===== src/rtl/cs_decoder_pkg.sv =====
package cs_decoder_pkg;
  typedef struct packed {
    logic loadHigh;
    logic loadIo;
    logic busGate;
  } csStrobes_t;
endpackage


===== src/rtl/cs_decoder_ctrl.sv =====
module cs_decoder_ctrl
  import cs_decoder_pkg::*;
(
  input  logic       rstN,
  input  logic       cfgWrEn,
  input  logic       cfgSel,
  input  logic       busActive,
  output csStrobes_t strobes
);
  always_comb begin
    strobes.loadHigh = rstN & cfgWrEn & ~cfgSel;
    strobes.loadIo   = rstN & cfgWrEn &  cfgSel;
    strobes.busGate  = rstN & busActive;
  end
endmodule


===== src/rtl/cs_decoder_dp.sv =====
module cs_decoder_dp
  import cs_decoder_pkg::*;
#(
  parameter int ADDR_W    = 21,
  parameter int PAGE_W    = 8,
  parameter int RES_BYTES = 512,
  parameter logic [PAGE_W-1:0] RESET_VAL = '1
) (
  input  logic              clk,
  input  logic              rstN,
  input  csStrobes_t        strobes,
  input  logic [PAGE_W-1:0] cfgData,
  input  logic [ADDR_W-1:0] addr,
  output logic              csDefN,
  output logic              csHighN,
  output logic              csIoN,
  output logic              csDefEn,
  output logic              csHighEn,
  output logic              csIoEn
);
  localparam int PAGE_LSB = ADDR_W - PAGE_W;
  localparam logic [ADDR_W-1:0] RES_BASE = {ADDR_W{1'b1}} - ADDR_W'(RES_BYTES - 1);

  logic [PAGE_W-1:0] regHigh, regIo;
  logic [PAGE_W-1:0] page;
  logic inReserved, access, hitIo, hitHigh, hitDef;

  always_ff @(posedge clk or negedge rstN) begin
    if (!rstN) begin
      regHigh <= RESET_VAL;
      regIo   <= RESET_VAL;
    end else begin
      if (strobes.loadHigh) regHigh <= cfgData;
      if (strobes.loadIo)   regIo   <= cfgData;
    end
  end

  assign page = addr[ADDR_W-1:PAGE_LSB];

  generate
    if (RES_BYTES > 0) begin : g_res
      assign inReserved = (addr >= RES_BASE);
    end else begin : g_nores
      assign inReserved = 1'b0;
    end
  endgenerate

  always_comb begin
    csHighEn = |regHigh;
    csIoEn   = |regIo;
    csDefEn  = csHighEn | csIoEn;
    access   = strobes.busGate & ~inReserved;
    hitIo    = csIoEn & (page == regIo);
    hitHigh  = csHighEn & (page >= regHigh) & ~hitIo;
    hitDef   = csDefEn & ~hitIo & ~hitHigh;
    csIoN    = ~(access & hitIo);
    csHighN  = ~(access & hitHigh);
    csDefN   = ~(access & hitDef);
  end


  one_low_chk: assert property (@(posedge clk) disable iff (!rstN)
    $countones({~csDefN, ~csHighN, ~csIoN}) <= 1);

  reserved_quiet_chk: assert property (@(posedge clk) disable iff (!rstN)
    (addr >= RES_BASE) |-> (csDefN && csHighN && csIoN));

  io_over_high_chk: assert property (@(posedge clk) disable iff (!rstN)
    (!csIoN) |-> csHighN);

  high_off_chk: assert property (@(posedge clk) disable iff (!rstN)
    (regHigh == '0) |-> (csHighN && !csHighEn));

  load_next_chk: assert property (@(posedge clk) disable iff (!rstN)
    strobes.loadIo |=> (regIo == $past(cfgData)));
endmodule


===== src/rtl/cs_decoder.sv =====
module cs_decoder
  import cs_decoder_pkg::*;
#(
  parameter int ADDR_W    = 21,
  parameter int PAGE_W    = 8,
  parameter int RES_BYTES = 512
) (
  input  logic              clk,
  input  logic              rstN,
  input  logic              cfgWrEn,
  input  logic              cfgSel,
  input  logic [PAGE_W-1:0] cfgData,
  input  logic              busActive,
  input  logic [ADDR_W-1:0] addr,
  output logic              csDefN,
  output logic              csHighN,
  output logic              csIoN,
  output logic              csDefEn,
  output logic              csHighEn,
  output logic              csIoEn
);
  csStrobes_t strobes;

  cs_decoder_ctrl u_ctrl (
    .rstN(rstN), .cfgWrEn(cfgWrEn), .cfgSel(cfgSel),
    .busActive(busActive), .strobes(strobes)
  );

  cs_decoder_dp #(.ADDR_W(ADDR_W), .PAGE_W(PAGE_W), .RES_BYTES(RES_BYTES)) u_dp (
    .clk(clk), .rstN(rstN), .strobes(strobes), .cfgData(cfgData), .addr(addr),
    .csDefN(csDefN), .csHighN(csHighN), .csIoN(csIoN),
    .csDefEn(csDefEn), .csHighEn(csHighEn), .csIoEn(csIoEn)
  );


  idle_quiet_chk: assert property (@(posedge clk) disable iff (!rstN)
    (!busActive) |-> (csDefN && csHighN && csIoN));
endmodule


===== config.mk =====
export PLATFORM = sky130hd
export DESIGN_NAME = cs_decoder
export DESIGN_NICKNAME = d
export VERILOG_FILES = /design/src/rtl/cs_decoder_pkg.sv /design/src/rtl/cs_decoder_ctrl.sv /design/src/rtl/cs_decoder_dp.sv /design/src/rtl/cs_decoder.sv
export SDC_FILE = /design/constraint.sdc
export NUM_CORES = 1
export LEC_CHECK = 0
export ABC_AREA = 1
export ABC_CLOCK_PERIOD_IN_PS = 4600
export BUFFER_PORTS_ARGS = -buffer_cell sky130_fd_sc_hd__buf_2
export CORE_UTILIZATION = 40
export CTS_BUF_LIST = sky130_fd_sc_hd__clkbuf_16
export DETAILED_ROUTE_END_ITERATION = 8
export PLACE_DENSITY = 0.66
export SLEW_MARGIN = 20
export SYNTH_ARGS = -nofsm -noshare
export SYNTH_HDL_FRONTEND = slang
export SYNTH_SLANG_ARGS = --single-unit

===== constraint.sdc =====
create_clock -name clk -period 4.6 [get_ports clk]
set_clock_uncertainty 0.1 [all_clocks]
set_input_delay 0.92 -clock clk [delete_from_list [all_inputs] [get_ports clk]]
set_output_delay 0.92 -clock clk [all_outputs]
set_load 0.03 [all_outputs]

After elaboration in Yosys (flattened, before gate mapping):

Cells that the tools add are included.

* order comparisons: 2
* eq/ne operators: 1
* bitwise gates (word level): 21
* reductions and logical operators: 2

Operator list (count)
* $ge 21x21->1 const B: 1
* $reduce_or 8->1: 2
* $and 1x1->1: 13
* $eq 8x8->1: 1
* $ge 8x8->1: 1
* $not 1->1: 7
* $or 1x1->1: 1

* bits in registers: 16
* input port bits: 34
* output and inout bits: 6
* word-level logic and storage cells: 28

Longest topological paths before layout:

Gate-level depths: netlist of run 1.

* word-level depth: 8
* gate-level depth with buffers: 11
* mapped depth without buffers: 11

By module:

Synthesis of run 1 repeated with hierarchy kept, for this count alone.

* cell total of the unflattened synthesis: 140
* area, all modules: 1129.8 µm²

Modules (own cells, without submodules)
* cs_decoder_dp: times used 1, cells an instance 134, area an instance 1107.3 µm², sequential area each 420.4 µm²
* cs_decoder_ctrl: times used 1, cells an instance 6, area an instance 22.5 µm², sequential area each 0.0 µm²

Worst setup path after synthesis of run 1:

No wires, ideal clock.

* path kind: in2out
* start: input port addr[13]
* end: output port csHighN
* data arrival time: 1828 ps
* setup slack: 1752 ps
* stages on the path: 9
* path buffers: 0
* path through: inv_1 > ha_1 > nand2_1 > nand3_1 > nand2_1 > nand2_1 > nand2_1 > nand2_1 > nand4_1

* longest elaborated chain between the ends: 6
* elaborated cells on any way between the ends: 11
* those cells by class: order compare: 2; eq/ne: 1; bitwise: 8

Ends and longest elaborated chain
* start, declared: line cs_decoder.sv:14 `input logic [ADDR_W-1:0] addr,`
* branches (longest 4 deep; another with $ge 21x21->1)
* $and 1x1->1 *: line cs_decoder_dp.sv:57 `csHighN = ~(access & hitHigh);`
* $not 1->1 *: line cs_decoder_dp.sv:57
* end, declared: line cs_decoder.sv:16 `output logic csHighN,`

Every way passes the cells marked *.

Worst setup path after layout of run 1:

* start: input port addr[13]
* end: output port csDefN

* longest elaborated chain between the ends: 8
* elaborated cells on any way between the ends: 14
* those cells by class: order compare: 2; eq/ne: 1; bitwise: 11

Ends and longest elaborated chain
* branches (longest 6 deep; another with $ge 21x21->1)
* $and 1x1->1 *: line cs_decoder_dp.sv:58 `csDefN = ~(access & hitDef);`
* $not 1->1 *: line cs_decoder_dp.sv:58
* end, declared: line cs_decoder.sv:15 `output logic csDefN,`

Marks and branches as above.

==> results.py, run 1 <==
metrics = {
    "sta": {
        "post-route-period-util_pct": 66.8,
        "slew_violations": 0,
        "slew_headroom_pct": 60.5,
        "setup_violations": 0,
        "rsz0062_at_grt": "no",
        "period_needed_ns": 3.07,
        "hold_viol": 0,
        "max_freq_mhz": 326,
        "tightest_slew_ns": 0.591,
        "finalSetupTns_ns": 0,
    },
    "drt": {
        "wl_per_cell_um": 9.54,
        "drc": 0,
        "routed_wl_um": 2350,
        "vias_per_cell": 4.65,
        "vias": 1143,
        "drt_iter0_markers": 57,
        "dr.pass1.iters": 4,
        "ant_nets": 0,
    },
    "clock_network": {
        "htree_levels": 1,
        "cts_tree": "built",
        "clock-sinks": 16,
        "clkTransAtPathRegs_ns": 0.05,
        "cts-resized-gates": 0,
        "clock_latency_ns": 0.24,
        "post_cts_buffers": 0,
        "clock_path_buffers": 2,
        "cts_root_buf": "clkbuf_16",
        "hold_buffers": 0,
        "cts-buffers-inserted": 3,
    },
    "worst_setup_path": {
        "cp_cell_sequence": "buf_2, inv_1, ha_1, nand2_1, nand3_1, nand2_1, nand2_1, nand2_1, nand2_1, nand3_1, nand2_1, buf_2",
        "start_kind": "input pin",
        "cp_slowest_cell": "ha_1",
        "critPathCaptureType": "output port",
        "worstPathRequired_ns": 3.58,
        "cp_common_cell": "nand2_1",
        "setup.worst_path.class": "in2out",
        "worst_ep_arrival_time_ns": 2.05,
        "cp_max_fo": 4,
        "slowest_delay_ns": 0.29,
    },
    "synth": {
        "synth_flop_cell": "dfstp_2",
        "synthTopCellsByCount": "64 x nand2_1, 36 x inv_1, 16 x dfstp_2, 16 x o21ai_1, 14 x nor2_1",
        "syn_avg_cell_area_um2": 6.52,
        "synth_edf_count": 0,
        "synth_top_cell_area_share_pct": 35.3,
        "synthTopCellsByArea": "dfstp_2 35%, nand2_1 20%, inv_1 11%",
        "ys_seq_area_share_pct": 35.3,
        "ys_warn_count": 0,
        "syn_area_um2": 1190,
        "ys_async_sr_fraction_pct": 100,
        "synth_most_common_cell": "nand2_1",
        "yosysUniqueCellTypes": 17,
        "ys_ff_latch": 16,
        "synth_top_cell_by_area": "dfstp_2",
        "synthCells": 183,
        "synthesis.nets": 225,
    },
    "job": {
        "cap_violations": 0,
    },
    "floorplan": {
        "ioPinCount": 40,
        "die_area_um2": 3200,
        "rows": 19,
        "die-height_um": 56.6,
        "core_area_um2": 2780,
        "die_w_um": 56.6,
        "start_util_pct": 42.9,
    },
    "pwr": {
        "vdd_drop_max_uv": 287,
        "p_leak_nw": 0.792,
        "p_per_area_nw_per_um2": 349,
        "power.total_mw": 0.506,
    },
    "finish": {
        "drive_gt1_share_pct": 27.0,
        "multiInputGateArea_um2": 616,
        "antenna_cells": 0,
        "utilization_pct": 52.1,
        "regArea_um2": 420,
        "fillers": 300,
        "syn_to_final_growth_pct": 21.6,
        "nets": 258,
    },
    "place": {
        "hpwl_um": 1920,
        "gp_congestion": 0.803,
        "numPortBuffers": 30,
    },
    "global_routing": {
        "grt_pass1_vias": 1036,
        "track_usage_pct": 16.9,
        "antenna_found_initial": 0,
        "grt_max_degree": 20,
        "overflow": 0,
        "grt_pass1_wl_um": 4240,
    },
    "run_status": {
        "outcome": "completed",
    },
    "hold_path": {
        "hp-class": "reg2reg",
    },
}
==> worst max-delay path, delay by kind of cell <==
family        cells  cell delay [ns]
simple gates      8             0.50
buf+inv           3             0.35
fa+ha+maj         1             0.29
==> path summary, 6_finish.rpt <==
path | startpoint | to | slack [ns] | depth (start not counted)
worst min register to register | u_dp.regHigh[4] | u_dp.regHigh[4] | 0.37 | 2
worst max-delay path | addr[13] | csDefN | 1.53 | 12
max in group asynchronous | rstN | u_dp.regIo[2] | 3.58 | 1
worst max register to register | u_dp.regIo[6] | u_dp.regIo[6] | 3.65 | 2
min in group asynchronous | rstN | u_dp.regHigh[2] | 0.79 | 1
worst min-delay path | u_dp.regHigh[4] | u_dp.regHigh[4] | 0.37 | 2
==> flip-flops by register name (all words and copies together), names as in the netlist <==
name	count
u_dp.regHigh	8
u_dp.regIo	8
==> layout by cell type, fill, tap and decap left out, drive strengths merged <==
cell and instances:
nand2 66, inv 39, buf 30, nor2 18, o21ai 16, dfstp 16
nand3 9, ha 8, clkbuf 3, xnor2 2, nand4 2, a21oi 2
nor3 1, o21a 1, nand3b 1, clkinv 1
==> through the flow <==
stage | worst slack, ns | std cells | area, um2 | hold slack [ns]
2_1_floorplan | 1.75 | 183 | 1190 | 0.354
3_3_place_gp | 1.55 | 242 | 1370 | 0.364
3_5_place_dp | 1.53 | 242 | 1370 | 0.365
4_1_cts | 1.52 | 246 | 1450 | 0.374
5_1_grt | 1.41 | 246 | 1450 | 0.382
6_report | 1.53 | 246 | 1450 | 0.371
==> area by class of cell <==
cell class	instances	share of cell area, %
multi-input cells	126	42.5
flip-flops and latches	16	29.0
repair buffers	30	10.4
inverters	39	10.1
clock buffers	3	5.18
well taps	31	2.67
clock inverters	1	0.259
==> layer usage <==
metal	global-route usage [%]	share of wire [%]
met5	0	0
met4	6.27	1.5
met3	3.00	4.8
met2	28.2	44
met1	21.8	49
==> cell families (layout without fill, tap and decap cells) <==
| group | after synthesis | count (layout) | synth area share [%] |
|---|---|---|---|
| xor gates and xnor gates | 2 | 2 | 1.47 |
| and+or+nand+nor | 97 | 97 | 33.6 |
| buffers and inverters | 41 | 73 | 13.1 |
| AOI/OAI and AO/OA | 19 | 19 | 8.19 |
| DFF | 16 | 16 | 35.3 |
| adders and majority gates | 8 | 8 | 8.39 |
==> report_power, final <==
| part | switching (mW) | internal [mW] | leakage [nW] |
|---|---|---|---|
| registers | 0.0219 | 0.181 | 0.168 |
| logic | 0.0811 | 0.0573 | 0.586 |
| clock network | 0.0501 | 0.115 | 0.0385 |
| total | 0.153 | 0.353 | 0.792 |
Power figures use the tool's default switching activity.
==> run 2, diff against run 1 <==
--- a/config.mk
+++ b/config.mk
@@ -6,7 +6,7 @@
 export NUM_CORES = 1
 export LEC_CHECK = 0
 export ABC_AREA = 1
-export ABC_CLOCK_PERIOD_IN_PS = 4600
+export ABC_CLOCK_PERIOD_IN_PS = 3130
 export BUFFER_PORTS_ARGS = -buffer_cell sky130_fd_sc_hd__buf_2
 export CORE_UTILIZATION = 40
 export CTS_BUF_LIST = sky130_fd_sc_hd__clkbuf_16
==> constraint.sdc (replaced) <==
create_clock -name clk -period 3.13 [get_ports clk]
set_clock_uncertainty 0.1 [all_clocks]
set_input_delay 0.626 -clock clk [delete_from_list [all_inputs] [get_ports clk]]
set_output_delay 0.626 -clock clk [all_outputs]
set_load 0.03 [all_outputs]
==> results.py, run 2 (synthesized netlist as in run 1, its figures left out) <==
metrics = {
    "pwr": {
        "intPower_mw": 0.520,
        "combPwrFrac_pct": 27.2,
        "p_per_area_nw_per_um2": 514,
        "p_sw_mw": 0.228,
        "p_clk_share_pct": 32.8,
        "p_seq_share_pct": 40.0,
        "p_leak_nw": 0.797,
        "vdd_drop_max_uv": 412,
        "swShare_pct": 30.5,
    },
    "clock_network": {
        "post_cts_buffers": 0,
        "cts_root_buf": "clkbuf_16",
        "cts_tree": "built",
        "clock_latency_ns": 0.24,
        "clkTransAtPathRegs_ns": 0.05,
        "clock_path_buffers": 2,
        "cts-resized-gates": 0,
        "htree_levels": 1,
        "cts-buffers-inserted": 3,
        "clock-sinks": 16,
        "hold_buffers": 0,
    },
    "global_routing": {
        "track_usage_pct": 17.1,
        "grt_pass1_wl_um": 4340,
        "antenna_found_initial": 0,
        "grt_pass1_vias": 1044,
        "grt_max_degree": 19,
        "overflow": 0,
    },
    "sta": {
        "tightest_slew_ns": 0.593,
        "hold_viol": 0,
        "slew_headroom_pct": 60.3,
        "setup_violations": 0,
        "slew_violations": 0,
        "rsz0062_at_grt": "no",
        "hold_ws_ns": 0.375,
        "period_needed_ns": 2.54,
        "max_freq_mhz": 394,
        "post-route-period-util_pct": 81.0,
        "finalSetupTns_ns": 0,
    },
    "finish": {
        "nets": 259,
        "final_common_cell": "nand2_1",
        "fillers": 308,
        "syn_to_final_growth_pct": 22.2,
        "antenna_cells": 0,
        "multiInputGateArea_um2": 616,
        "final_cell_mix": "64 x nand2_1, 36 x inv_1, 30 x buf_2, 16 x o21ai_1, 16 x dfstp_2",
        "largestRegisters": "u_dp.regHigh: 8 flops, u_dp.regIo: 8 flops",
        "drive_gt1_share_pct": 27.3,
        "regArea_um2": 420,
    },
    "worst_setup_path": {
        "crit_buf_inv": 2,
        "cp_max_fo": 2,
        "slowest_delay_ns": 0.53,
        "setup.worst_path.class": "reg2out",
        "cp_slowest_cell": "dfstp_2",
        "start_kind": "register",
        "crit_family": "flip-flops",
        "worst_ep_arrival_time_ns": 1.81,
        "critPathCaptureType": "output port",
        "cp_cell_sequence": "inv_1, ha_1, nand2_1, nand3_1, nand2_1, nand2_1, nand2_1, nand2_1, nand3_1, nand2_1, buf_2",
        "cp_common_cell": "nand2_1",
        "worstPathRequired_ns": 2.40,
    },
    "place": {
        "numPortBuffers": 30,
        "hpwl_um": 1940,
        "gp_congestion": 0.791,
    },
    "floorplan": {
        "die_area_um2": 3200,
        "die-height_um": 56.6,
        "rows": 19,
        "die_w_um": 56.6,
        "ioPinCount": 40,
        "core_area_um2": 2780,
        "start_util_pct": 42.9,
    },
    "drt": {
        "drt_iter0_markers": 49,
        "wl_met2_um": 1120,
        "vias": 1141,
        "met1_length_um": 1150,
        "top_layer_used": "met4",
        "dr_wl_met3_um": 93,
        "drc": 0,
        "routed_wl_um": 2410,
        "ant_nets": 0,
        "vias_per_cell": 4.62,
        "dr.pass1.iters": 4,
        "wl_per_cell_um": 9.75,
    },
    "run_status": {
        "outcome": "completed",
    },
    "hold_path": {
        "hp-class": "reg2reg",
    },
    "job": {
        "cap_violations": 0,
    },
}
## run 2: cell types whose count changed in the layout (fill, tap and decap cells not counted), sizes merged
| cell | before | now |
|---|---|---|
| buf | 30 | 31 |
## run 2: per-stage QoR
step	instance area (um2)	instances	total power, mW	util [%]	setup slack (ns)
floorplan	1190	183	0.443	-	0.870
global placement	1380	243	0.502	49.6	0.657
detailed placement	1380	243	0.507	49.6	0.655
CTS	1460	247	0.759	52.4	0.585
global route	1460	247	0.807	52.4	0.437
finish	1460	247	0.749	52.4	0.595
## run 2: path summary, 6_finish.rpt
kind	start	end	slack, ns	cells after the start
max	u_dp.regHigh[1]	csDefN	0.59	11
min	u_dp.regHigh[4]	u_dp.regHigh[4]	0.38	2
max reg2reg	u_dp.regIo[6]	u_dp.regIo[6]	2.19	2
min reg2reg	u_dp.regHigh[4]	u_dp.regHigh[4]	0.38	2
max in group asynchronous	rstN	u_dp.regHigh[5]	2.41	2
min in group asynchronous	rstN	u_dp.regIo[0]	0.49	2
## run 2: power groups by stage
| stage | Combinational, mW | Sequential, mW | Clock (mW) |
|---|---|---|---|
| floorplan | 0.153 | 0.290 | 0 |
| global placement | 0.203 | 0.299 | 0 |
| detailed placement | 0.205 | 0.301 | 0 |
| CTS | 0.207 | 0.299 | 0.253 |
| global route | 0.242 | 0.304 | 0.260 |
| finish | 0.203 | 0.299 | 0.246 |
## run 2: worst reg2reg max path, stage by stage (launching register included)
cell	delay, ns
dfstp_2	0.58
nand2_1	0.07
o21ai_1	0.11
## run 2: cell type report
cell class              instances  share of cell area [%]
multi-input cells             126                    42.2
flip-flops and latches         16                    28.8
repair buffers                 31                    10.8
inverters                      39                    10.0
clock buffers                   3                    5.15
well taps                      31                    2.66
clock inverters                 1                   0.258
## run 2: layer usage
metal / global-route usage (%) / up-vias
li1: - / 621
met1: 22.4 / 486
met2: 29.4 / 29
met3: 0.691 / 5
met4: 7.32 / 0
met5: 0 / -
==> run 3, diff against run 2 <==
--- a/config.mk
+++ b/config.mk
@@ -6,7 +6,7 @@
 export NUM_CORES = 1
 export LEC_CHECK = 0
 export ABC_AREA = 1
-export ABC_CLOCK_PERIOD_IN_PS = 3130
+export ABC_CLOCK_PERIOD_IN_PS = 2600
 export BUFFER_PORTS_ARGS = -buffer_cell sky130_fd_sc_hd__buf_2
 export CORE_UTILIZATION = 40
 export CTS_BUF_LIST = sky130_fd_sc_hd__clkbuf_16
==> constraint.sdc (replaced) <==
create_clock -name clk -period 2.6 [get_ports clk]
set_clock_uncertainty 0.1 [all_clocks]
set_input_delay 0.52 -clock clk [delete_from_list [all_inputs] [get_ports clk]]
set_output_delay 0.52 -clock clk [all_outputs]
set_load 0.03 [all_outputs]
==> results.py, run 3 (synthesized netlist as in run 1, its figures left out) <==
metrics = {
    "clock_network": {
        "clock-sinks": 16,
        "hold_buffers": 0,
        "post_cts_buffers": 0,
        "cts-resized-gates": 0,
        "clock_latency_ns": 0.24,
        "cts_tree": "built",
        "cts-buffers-inserted": 3,
        "cts_root_buf": "clkbuf_16",
        "clock_path_buffers": 2,
        "clkTransAtPathRegs_ns": 0.04,
        "htree_levels": 1,
    },
    "sta": {
        "slew_headroom_pct": 61.3,
        "tightest_slew_ns": 0.579,
        "max_freq_mhz": 415,
        "rsz0062_at_grt": "no",
        "post-route-period-util_pct": 92.8,
        "period_needed_ns": 2.41,
        "setup_violations": 0,
        "finalSetupTns_ns": 0,
        "slew_violations": 0,
        "hold_viol": 0,
    },
    "global_routing": {
        "overflow": 0,
        "grt_pass1_wl_um": 4150,
        "grt_pass1_vias": 1004,
        "antenna_found_initial": 0,
        "track_usage_pct": 16.6,
        "grt_max_degree": 17,
    },
    "drt": {
        "dr.pass1.iters": 4,
        "routed_wl_um": 2310,
        "wl_per_cell_um": 9.37,
        "drt_iter0_markers": 45,
        "vias": 1099,
        "vias_per_cell": 4.47,
        "drc": 0,
        "ant_nets": 0,
    },
    "worst_setup_path": {
        "setup.worst_path.class": "reg2out",
        "worst_ep_arrival_time_ns": 1.79,
        "reg2regPathDepth": 2,
        "start_kind": "register",
        "critPathCaptureType": "output port",
        "slowest_delay_ns": 0.53,
        "crit_cells": 11,
        "crit_buf_inv": 2,
        "r2r_slack_ns": 1.68,
        "cp_common_cell": "nand2_1",
        "crit_family": "flip-flops",
        "cp_max_fo": 2,
        "cp_slowest_cell": "dfstp_2",
        "worstPathRequired_ns": 1.98,
        "cp_cell_sequence": "inv_1, ha_1, nand2_1, nand3_1, nand2_1, nand2_1, nand2_1, nand2_1, nand3_1, nand2_1, buf_2",
    },
    "floorplan": {
        "die_w_um": 56.6,
        "start_util_pct": 42.9,
        "die-height_um": 56.6,
        "rows": 19,
        "core_area_um2": 2780,
        "die_area_um2": 3200,
        "ioPinCount": 40,
    },
    "finish": {
        "fin_area_um2": 1450,
        "drive_gt1_share_pct": 27.4,
        "nets": 259,
        "syn_to_final_growth_pct": 21.9,
        "final_cell_mix": "64 x nand2_1, 36 x inv_1, 30 x buf_2, 16 x o21ai_1, 16 x dfstp_2",
        "final_common_cell": "nand2_1",
        "antenna_cells": 0,
        "largestRegisters": "u_dp.regHigh: 8 flops, u_dp.regIo: 8 flops",
        "fillers": 298,
    },
    "pwr": {
        "p_leak_nw": 0.795,
        "vdd_drop_max_uv": 459,
        "p_per_area_nw_per_um2": 614,
    },
    "run_status": {
        "outcome": "completed",
    },
    "job": {
        "cap_violations": 0,
    },
    "place": {
        "gp_congestion": 0.770,
        "numPortBuffers": 30,
        "place_area_um2": 1380,
        "hpwl_um": 1870,
    },
    "hold_path": {
        "hp-class": "in2async",
    },
}
[run 3: report_power, final]
| group | leakage (nW) | switching, mW | internal (mW) |
|---|---|---|---|
| combinational | 0.590 | 0.142 | 0.102 |
| sequential | 0.168 | 0.0392 | 0.320 |
| clock | 0.0370 | 0.0874 | 0.201 |
[run 3: metrics by stage]
step                util [%]  instances  power, mW  hold slack [ns]  setup WS [ns]
floorplan                  -        183      0.534            0.272          0.543
global placement        49.6        243      0.603            0.363          0.347
detailed placement      49.6        243      0.607            0.366          0.345
CTS                     52.3        246      0.904            0.188          0.185
global route            52.3        246      0.962            0.197         0.0916
finish                  52.3        246      0.892            0.188          0.188
[run 3: path summary, 6_finish.rpt]
check                                   to            start
min                        u_dp.regHigh[2]             rstN
max                                 csDefN  u_dp.regHigh[1]
min in group clk           u_dp.regHigh[2]  u_dp.regHigh[2]
min reg2reg                u_dp.regHigh[2]  u_dp.regHigh[2]
max in group asynchronous    u_dp.regIo[5]             rstN
max reg2reg                  u_dp.regIo[6]    u_dp.regIo[6]
[run 3: cell type report]
type	instances	area, um2	area share [%]
multi-input combinational	126	616	42.3
sequential	16	420	28.9
timing repair buffer	31	158	10.8
inverter	39	146	10.1
clock buffer	3	75.1	5.16
tap	31	38.8	2.67
[run 3: metal layers]
metal | track usage, % | vias up | routed length (um)
met5 | 0 | - | 0
met4 | 7.32 | 0 | 30
met3 | 2.76 | 4 | 90
met2 | 27.4 | 25 | 986
met1 | 21.2 | 445 | 1200
li1 | - | 625 | -
